--- config.mk ---
export PLATFORM = sky130hd
export DESIGN_NAME = secded_codec
export DESIGN_NICKNAME = d
export VERILOG_FILES = /design/src/rtl/secded_pkg.sv /design/src/rtl/secded_enc.sv /design/src/rtl/secded_check.sv /design/src/rtl/secded_fix.sv /design/src/rtl/secded_codec.sv
export SDC_FILE = /design/constraint.sdc
export NUM_CORES = 1
export LEC_CHECK = 0
export ABC_CLOCK_PERIOD_IN_PS = 1100
export BUFFER_PORTS_ARGS = -buffer_cell sky130_fd_sc_hd__buf_2
export CORE_MARGIN = 1
export CORE_UTILIZATION = 40
export CTS_CLUSTER_DIAMETER = 120
export CTS_CLUSTER_SIZE = 40
export DETAILED_ROUTE_END_ITERATION = 16
export HOLD_SLACK_MARGIN = 0.08
export MAX_ROUTING_LAYER = met4
export PLACE_DENSITY = 0.7
export SYNTH_ARGS = -nofsm -noshare
export SYNTH_HDL_FRONTEND = slang
export SYNTH_SLANG_ARGS = --single-unit
--- constraint.sdc ---
create_clock -name clk -period 1.1 [get_ports clk]
set_input_delay 0.055 -clock clk [delete_from_list [all_inputs] [get_ports clk]]
set_output_delay 0.055 -clock clk [all_outputs]
set_load 0.01 [all_outputs]
--- src/rtl/secded_pkg.sv ---
package secded_pkg;

    // Smallest check-bit count p with 2^p >= p + d + 1
    function automatic int parity_bits(input int d);
        for (int p = 1; p < 31; p++) begin
            if ((1 << p) >= p + d + 1) return p;
        end
        return 31;
    endfunction

    function automatic bit is_pow2(input int i);
        return (i > 0) && ((i & (i - 1)) == 0);
    endfunction

    // Data bit held at non-power-of-two position i
    function automatic int data_index(input int i);
        return i - $clog2(i + 1) - 1;
    endfunction

    typedef enum logic [1:0] {
        CLS_CLEAN = 2'd0,
        CLS_FIXED = 2'd1,
        CLS_FATAL = 2'd2
    } verdict_e;

    typedef enum logic {
        ST_IDLE = 1'b0,
        ST_EMIT = 1'b1
    } emit_state_e;

endpackage

--- src/rtl/secded_enc.sv ---
module secded_enc
    import secded_pkg::*;
#(
    parameter int DATA_W = 4,
    localparam int PAR_W  = parity_bits(DATA_W),
    localparam int POS_N  = DATA_W + PAR_W,
    localparam int CODE_W = POS_N + 1
) (
    input  logic [DATA_W-1:0] data_i,
    output logic [CODE_W-1:0] code_o
);

    logic [POS_N:1]            placed;
    logic [PAR_W-1:0][POS_N:1] group;
    logic [PAR_W-1:0]          chk;
    logic [POS_N:1]            body;

    // Data bits into non-power-of-two positions
    for (genvar gi = 1; gi <= POS_N; gi++) begin : g_place
        if (is_pow2(gi)) begin : g_hole
            assign placed[gi] = 1'b0;
        end else begin : g_bit
            assign placed[gi] = data_i[data_index(gi)];
        end
    end

    // Each check bit covers positions whose index has bit j set
    for (genvar gj = 0; gj < PAR_W; gj++) begin : g_chk
        for (genvar gi = 1; gi <= POS_N; gi++) begin : g_sel
            if (((gi >> gj) & 1) == 1) begin : g_in
                assign group[gj][gi] = placed[gi];
            end else begin : g_out
                assign group[gj][gi] = 1'b0;
            end
        end
        assign chk[gj] = ^group[gj];
    end

    for (genvar gi = 1; gi <= POS_N; gi++) begin : g_body
        if (is_pow2(gi)) begin : g_p
            assign body[gi] = chk[$clog2(gi)];
        end else begin : g_d
            assign body[gi] = placed[gi];
        end
    end

    assign code_o = {body, ^body};

endmodule

--- src/rtl/secded_check.sv ---
module secded_check
    import secded_pkg::*;
#(
    parameter int DATA_W = 4,
    localparam int PAR_W  = parity_bits(DATA_W),
    localparam int POS_N  = DATA_W + PAR_W,
    localparam int CODE_W = POS_N + 1
) (
    input  logic [CODE_W-1:0] code_i,
    output logic [PAR_W-1:0]  syndrome_o,
    output logic              odd_o
);

    logic [PAR_W-1:0][POS_N:1] group;

    for (genvar gj = 0; gj < PAR_W; gj++) begin : g_syn
        for (genvar gi = 1; gi <= POS_N; gi++) begin : g_sel
            if (((gi >> gj) & 1) == 1) begin : g_in
                assign group[gj][gi] = code_i[gi];
            end else begin : g_out
                assign group[gj][gi] = 1'b0;
            end
        end
        assign syndrome_o[gj] = ^group[gj];
    end

    assign odd_o = ^code_i;

endmodule

--- src/rtl/secded_fix.sv ---
module secded_fix
    import secded_pkg::*;
#(
    parameter int DATA_W = 4,
    localparam int PAR_W  = parity_bits(DATA_W),
    localparam int POS_N  = DATA_W + PAR_W,
    localparam int CODE_W = POS_N + 1
) (
    input  logic [CODE_W-1:0] code_i,
    input  logic [PAR_W-1:0]  syndrome_i,
    input  logic              odd_i,
    output logic [DATA_W-1:0] data_o,
    output verdict_e          verdict_o
);

    logic [POS_N:1] repaired;

    always_comb begin
        repaired  = code_i[POS_N:1];
        verdict_o = CLS_CLEAN;
        unique case ({|syndrome_i, odd_i})
            2'b00: verdict_o = CLS_CLEAN;
            2'b01: verdict_o = CLS_FIXED;          // overall bit alone
            2'b11: begin
                if (syndrome_i <= PAR_W'(POS_N)) begin
                    verdict_o = CLS_FIXED;
                    for (int i = 1; i <= POS_N; i++) begin
                        if (syndrome_i == PAR_W'(i)) repaired[i] = ~repaired[i];
                    end
                end else begin
                    verdict_o = CLS_FATAL;         // points past the word
                end
            end
            default: verdict_o = CLS_FATAL;        // even overall, nonzero syndrome
        endcase
    end

    for (genvar gi = 1; gi <= POS_N; gi++) begin : g_take
        if (!is_pow2(gi)) begin : g_d
            assign data_o[data_index(gi)] = repaired[gi];
        end
    end

endmodule

--- src/rtl/secded_codec.sv ---
module secded_codec
    import secded_pkg::*;
#(
    parameter int DATA_W = 4,
    localparam int PAR_W  = parity_bits(DATA_W),
    localparam int POS_N  = DATA_W + PAR_W,
    localparam int CODE_W = POS_N + 1
) (
    input  logic              clk,
    input  logic              rst_n,
    input  logic [DATA_W-1:0] enc_data_i,
    output logic [CODE_W-1:0] enc_code_o,
    input  logic              dec_valid_i,
    input  logic [CODE_W-1:0] dec_code_i,
    output logic              dec_valid_o,
    output logic [DATA_W-1:0] dec_data_o,
    output logic              dec_clean_o,
    output logic              dec_fixed_o,
    output logic              dec_fatal_o
);

    logic [PAR_W-1:0]  syndrome;
    logic              odd;
    logic [DATA_W-1:0] fix_data;
    verdict_e          verdict;
    emit_state_e       state_q, state_d;

    secded_enc #(.DATA_W(DATA_W)) u_enc (
        .data_i (enc_data_i),
        .code_o (enc_code_o)
    );

    secded_check #(.DATA_W(DATA_W)) u_check (
        .code_i     (dec_code_i),
        .syndrome_o (syndrome),
        .odd_o      (odd)
    );

    secded_fix #(.DATA_W(DATA_W)) u_fix (
        .code_i     (dec_code_i),
        .syndrome_i (syndrome),
        .odd_i      (odd),
        .data_o     (fix_data),
        .verdict_o  (verdict)
    );

    // Next state: T_ACCEPT, T_STREAM, T_DRAIN
    always_comb begin
        state_d = state_q;
        unique case (state_q)
            ST_IDLE: if (dec_valid_i)  state_d = ST_EMIT;
            ST_EMIT: if (!dec_valid_i) state_d = ST_IDLE;
            default: state_d = ST_IDLE;
        endcase
    end

    always_ff @(posedge clk) begin
        if (!rst_n) state_q <= ST_IDLE;
        else        state_q <= state_d;
    end

    always_ff @(posedge clk) begin
        if (!rst_n) begin
            dec_data_o  <= '0;
            dec_clean_o <= 1'b0;
            dec_fixed_o <= 1'b0;
            dec_fatal_o <= 1'b0;
        end else if (dec_valid_i) begin
            dec_data_o  <= fix_data;
            dec_clean_o <= (verdict == CLS_CLEAN);
            dec_fixed_o <= (verdict == CLS_FIXED);
            dec_fatal_o <= (verdict == CLS_FATAL);
        end else begin
            dec_clean_o <= 1'b0;
            dec_fixed_o <= 1'b0;
            dec_fatal_o <= 1'b0;
        end
    end

    assign dec_valid_o = (state_q == ST_EMIT);

    // Received data bits, unrepaired, for the pass-through checks
    logic [DATA_W-1:0] raw_in;
    for (genvar gi = 1; gi <= POS_N; gi++) begin : g_raw
        if (!is_pow2(gi)) begin : g_d
            assign raw_in[data_index(gi)] = dec_code_i[gi];
        end
    end

    a_r8_follow: assert property (@(posedge clk) disable iff (!rst_n)
        dec_valid_i |=> dec_valid_o);

    a_r8_quiet: assert property (@(posedge clk) disable iff (!rst_n)
        !dec_valid_i |=> !dec_valid_o);

    a_r8_flags_idle: assert property (@(posedge clk) disable iff (!rst_n)
        !dec_valid_o |-> !(dec_clean_o || dec_fixed_o || dec_fatal_o));

    a_r8_hold: assert property (@(posedge clk) disable iff (!rst_n)
        !dec_valid_i |=> $stable(dec_data_o));

    a_r9_one_flag: assert property (@(posedge clk) disable iff (!rst_n)
        dec_valid_o |-> $countones({dec_clean_o, dec_fixed_o, dec_fatal_o}) == 1);

    a_r4_clean_pass: assert property (@(posedge clk) disable iff (!rst_n)
        dec_valid_i && (syndrome == '0) && !odd |=> dec_clean_o && (dec_data_o == $past(raw_in)));

    a_r7_fatal_pass: assert property (@(posedge clk) disable iff (!rst_n)
        dec_valid_i && (syndrome != '0) && !odd |=> dec_fatal_o && (dec_data_o == $past(raw_in)));

endmodule

## Word-level counts from Yosys, hierarchy flattened

Cells that the tools add are included.

| word-level totals | value |
|---|---|
| bits in registers | 8 |
| output and inout bits | 16 |
| logic and storage cells | 48 |

| cells by class | value |
|---|---|
| $lt $le $gt $ge | 1 |
| equal/unequal tests | 11 |
| multiplexer cells | 12 |
| bitwise gates (word level) | 7 |
| reductions and logical operators | 12 |

Operator list:

| kind | number |
|---|---|
| $reduce_xor A7 Y1 | 7 |
| $mux W7 | 2 |
| $eq A3 B3 Y1 const B | 4 |
| $mux W1 | 8 |
| $reduce_xor A8 Y1 | 1 |
| $not A1 Y1 | 7 |
| $eq A3 B2 Y1 const B | 2 |
| $pmux W2 S3 | 1 |
| $eq A2 B1 Y1 const B | 2 |
| $eq A2 B2 Y1 const B | 2 |
| $logic_not A2 Y1 | 2 |
| $eq A3 B1 Y1 const B | 1 |
| $le A3 B3 Y1 const B | 1 |
| $reduce_or A3 Y1 | 1 |
| $mux W2 | 1 |
| $reduce_and A2 Y1 | 1 |

## Logic depth before layout (Yosys ltp)

| logic depth | value |
|---|---|
| depth after elaboration | 5 |
| gate-level depth with buffers | 4 |
| gate-level depth less buffers | 4 |

## Cells and area by module

Synthesis repeated with hierarchy kept, for this count alone.

| second synthesis, totals | value |
|---|---|
| cell total of the unflattened synthesis | 52 |
| area total of the unflattened synthesis | 598.1 sq um |

By module, submodules not included:

| module | times used | cells an instance | area each (sq um) | seq. area each (sq um) |
|---|---|---|---|---|
| secded_codec | 1 | 22 | 281.5 | 160.2 |
| secded_enc | 1 | 8 | 132.6 | 0.0 |
| secded_check | 1 | 11 | 103.8 | 0.0 |
| secded_fix | 1 | 11 | 80.1 | 0.0 |

## Worst setup path after synthesis

Ideal clock, no wire load.

| path | value |
|---|---|
| kind | in2reg |
| start point | input port dec_code_i[2] |
| end point | register dec_data_o[3] |
| setup time | 0.136 ns |
| data arrival time | 0.934 ns |
| path slack | 0.030 ns |
| stages on the path | 4 |
| cells stage by stage | xnor2_1 -> nand3_1 -> a2111oi_0 -> a211oi_1 |

| between the ends | value |
|---|---|
| cells in the longest elaborated chain, start to end | 5 |
| elaborated cells on any way between the ends | 9 |
| those cells by class | 1 x order compare; 2 x eq/ne; 3 x mux; 3 x reduce/logical |

Ends and longest elaborated chain:

| element | RTL line | source |
|---|---|---|
| from (decl) | secded_codec.sv:14 | `input logic [CODE_W-1:0] dec_code_i,` |
| parallel branches: the longest is 4 deep, another holds $le A3 B3 Y1 | -- |  |
| $mux W7 * | secded_fix.sv:21 | `unique case ({\|syndrome_i, odd_i})` |
| to (signal assigned) | secded_codec.sv:69 | `dec_data_o <= fix_data;` |
| to (decl) | secded_codec.sv:16 | `output logic [DATA_W-1:0] dec_data_o,` |

Mark *: on every way between the ends.
A chain may end at the register's enable or synchronous reset.

## Worst setup path after layout

| path | value |
|---|---|
| start point | input port dec_code_i[5] |
| end point | register dec_data_o[3] |

Same word-level chain as after synthesis.

==> flow_summary_export.csv <==
group,metric,value,unit
synth,post_synth_and_or_nand_nor_area_fraction,17.5,%
route,drt_pass1_iterations,3,
global_routing,final_global_route_overflow_total,0,
placed_design,dp.cells,129,
synth,largest_family_of_logic_cells_by_synthesized_area,"XOR/XNOR gates",
synth,netlist_area,672,sq um
synth,synth-async-reset-ratio,0,%
global_routing,grt_pass1_vias,622,
pwr,ir_worst_vdd,0.534,mV
sta,final_cycle_utilization_of_the_critical_path,93.7,%
setup_path,worst-endpoint-arrival,1160,ps
cells_and_area,multi_input_area,500,sq um
global_routing,grt_antenna_before_repair,0,
cts,cts_num_sinks,8,
global_routing,first_pass_grt_wire_length,2590,um
sta,final_period_minus_worst_setup_slack,1030,ps
cts,htreeDepth,1,
synth,dominantRegCellSynth,"sky130_fd_sc_hd__dfxtp_1",
setup_path,cp-end-kind,"register",
setup_path,worstSetupPathType,"in2reg",
route,detail_route.drc_violations,0,
placed_design,placement_stage_cell_area,898,sq um
placed_design,place_congestion,0.906,
synth,ys_warn_count,0,
synth,synth-seq-cells,8,
synth,synth_compound_gate_area_share,22.5,%
setup_path,critPathMaxFanout,4,
synth,syn_inst,76,
cells_and_area,area_growth,41.0,%
placed_design,numPortBuffers,30,
pwr,powerDensity,1080,nW/um^2
floorplanning,die_w,43.0,um
global_routing,grtUsageTotal,19.6,%
sta,relSlewSlack,73.6,%
synth,synth_edf_count,0,
synth,synthMuxAreaShare,0,%
global_routing,grt_max_degree,14,
floorplanning,initial_utilization,43.6,%
sta,timing_max_transition_violations_final,0,
floorplanning,floorplan.die.height,43.0,um
floorplanning,area_of_the_die,1850,sq um
floorplanning,boundaryPins,31,
synth,count_of_cell_types_in_the_netlist,23,
route,detailroute.via_count,692,
cts,cts_buffers,3,
floorplanning,floorplan.rows,14,
run_status,status,"finished, final reports clean",
setup_path,crit_required,1230,ps
placed_design,dp_hpwl,1340,um
synth,synth.largest_area_cell,"sky130_fd_sc_hd__dfxtp_1",
cts,cts.path.max_buffers,2,
sta,worst_pin_slew,386,ps
cells_and_area,design.final.nets,133,
route,route.detailed.wl_per_inst,12.0,um
route,wirelength,1590,um
synth,area_share_of_the_largest_cell_type_after_synthesis,23.8,%
synth,synthTopCellsByArea,"sky130_fd_sc_hd__dfxtp_1, sky130_fd_sc_hd__xnor2_1, sky130_fd_sc_hd__xor2_2, sky130_fd_sc_hd__xor2_1, sky130_fd_sc_hd__nor3_1",
cells_and_area,fin_area,947,sq um
synth,synthXorXnorAreaFrac,30.5,%
cts,worst_setup_hold_path_clk_slew,60,ps
min_path,timing.hold.worst.class,"in2reg",
sta,fmax,0.970,GHz
cells_and_area,total_inserted_antenna_cells,0,
pwr,power,1030,uW
cells_and_area,post_route_cells_drive_above_1_share,45.7,%
sta,report.final.hold_viol_count,0,
cells_and_area,final_cells,132,
cells_and_area,final-seq-area,160,sq um
route,avgViaCountPerCell,5.24,
synth,synth_fp_nets,91,
cts,tritoncts_clock_tree,"built",
setup_path,worstSetupStartpointType,"primary input",
synth,post_synth_fa_ha_maj_area_fraction,0,%
cells_and_area,fillCellCount,145,
synth,post_synth.cell_area_avg,8.84,sq um
flow_run,number_of_maximum_capacitance_violations,0,
sta,finalSetupViolCount,0,
pwr,static-leakage-power,0.000417,uW
route,ant_nets,0,
sta,fin_skew,0,ps
route,drt_iter0_drc,8,
sta,grt_setup_unrepaired,"no",
synth,part_of_the_yosys_area_used_for_sequential_elements,23.8,%
cts,cts.root.buffer_cell,"sky130_fd_sc_hd__clkbuf_4",
sta,final.hold.worst_slack,93.0,ps
floorplanning,core_area,1540,sq um
cts,clk-insertion-delay-late,260,ps
==> registers in the layout (all words and copies together), names as in the netlist <==
name and flops:
dec_clean_o 1, dec_data_o 4, dec_fatal_o 1, dec_fixed_o 1
dec_valid_o 1
==> repair_timing <==
action	CTS	global route
setup buffers	0	0
hold buffers	0	0
endpoints found under the setup margin	0	2
resized for setup	0	3
hold endpoints to repair	0	0
==> cell families after synthesis <==
logic type / after synthesis
and+or+nand+nor: 23
xor gates and xnor gates: 20
AOI/OAI and AO/OA: 19
DFF: 8
buffers and inverters: 6
==> final cells by class <==
| class | count | area share, % |
|---|---|---|
| multi-input cells | 62 | 52.8 |
| repair buffers | 42 | 25.4 |
| flip-flops and latches | 8 | 16.9 |
| clock buffers | 3 | 2.38 |
| well taps | 16 | 2.11 |
| inverters | 1 | 0.396 |
==> cells in the mapped netlist, types with 3 or more instances <==
cell type,count
sky130_fd_sc_hd__o21ai_0,4
sky130_fd_sc_hd__nor3_1,6
sky130_fd_sc_hd__xor2_1,4
sky130_fd_sc_hd__xor2_2,3
sky130_fd_sc_hd__dfxtp_1,8
sky130_fd_sc_hd__o211ai_1,4
sky130_fd_sc_hd__buf_4,4
sky130_fd_sc_hd__xnor2_1,12
sky130_fd_sc_hd__nand3_1,4
sky130_fd_sc_hd__nor2b_1,3
sky130_fd_sc_hd__nand2_1,6
==> routing by layer <==
metal	up-vias	track usage (%)	routed length, um
met4	0	10.3	65
met3	8	7.23	66
met1	315	22.0	684
met5	-	-	0
met2	16	30.3	770
li1	353	-	-
==> power breakdown <==
part           switching [uW]  internal (uW)
registers                6.81            313
logic                     263            222
clock network            97.5            125
==> cells in the final DEF (no fill, tap or decap), drive strengths merged <==
master / Yosys / final
xnor2: 13 / 13
nand3: 4 / 4
a21oi: 2 / 2
a2111oi: 3 / 3
xor2: 7 / 7
dfxtp: 8 / 8
a211oi: 4 / 4
clkbuf: 1 / 3
nor2b: 3 / 3
o2111a: 2 / 2
nor3: 6 / 6
o211ai: 4 / 4
inv: 1 / 1
buf: 4 / 42
o21ai: 4 / 4
nand4: 1 / 1
and2b: 1 / 1
and2: 2 / 2
nand2: 6 / 6
==> critical path: stages <==
cell                        delay (ps)
sky130_fd_sc_hd__buf_2             150
sky130_fd_sc_hd__xnor2_1           300
sky130_fd_sc_hd__xor2_1            160
sky130_fd_sc_hd__a2111oi_0         400
sky130_fd_sc_hd__a211oi_1           90
==> stage by stage <==
step | utilization, % | setup WS [ps] | setup TNS [ps]
2_1_floorplan | - | 29.8 | 0
3_3_place_gp | 58.3 | -243 | -1050
3_5_place_dp | 58.3 | -243 | -1130
4_1_cts | 59.7 | 22.6 | 0
5_1_grt | 61.4 | 2.01 | 0
6_report | 61.4 | 69.5 | 0
==> final timing paths <==
check	start	end	slack, ps	depth (start not counted)
hold reg to reg	dec_data_o[0]	dec_data_o[0]	540	2
setup / recovery	dec_code_i[5]	dec_data_o[3]	70	5
hold / removal	rst_n	dec_data_o[0]	90	3
setup reg to reg	dec_data_o[3]	dec_data_o[3]	420	2
No activity file was read; power rests on OpenSTA's default activity.
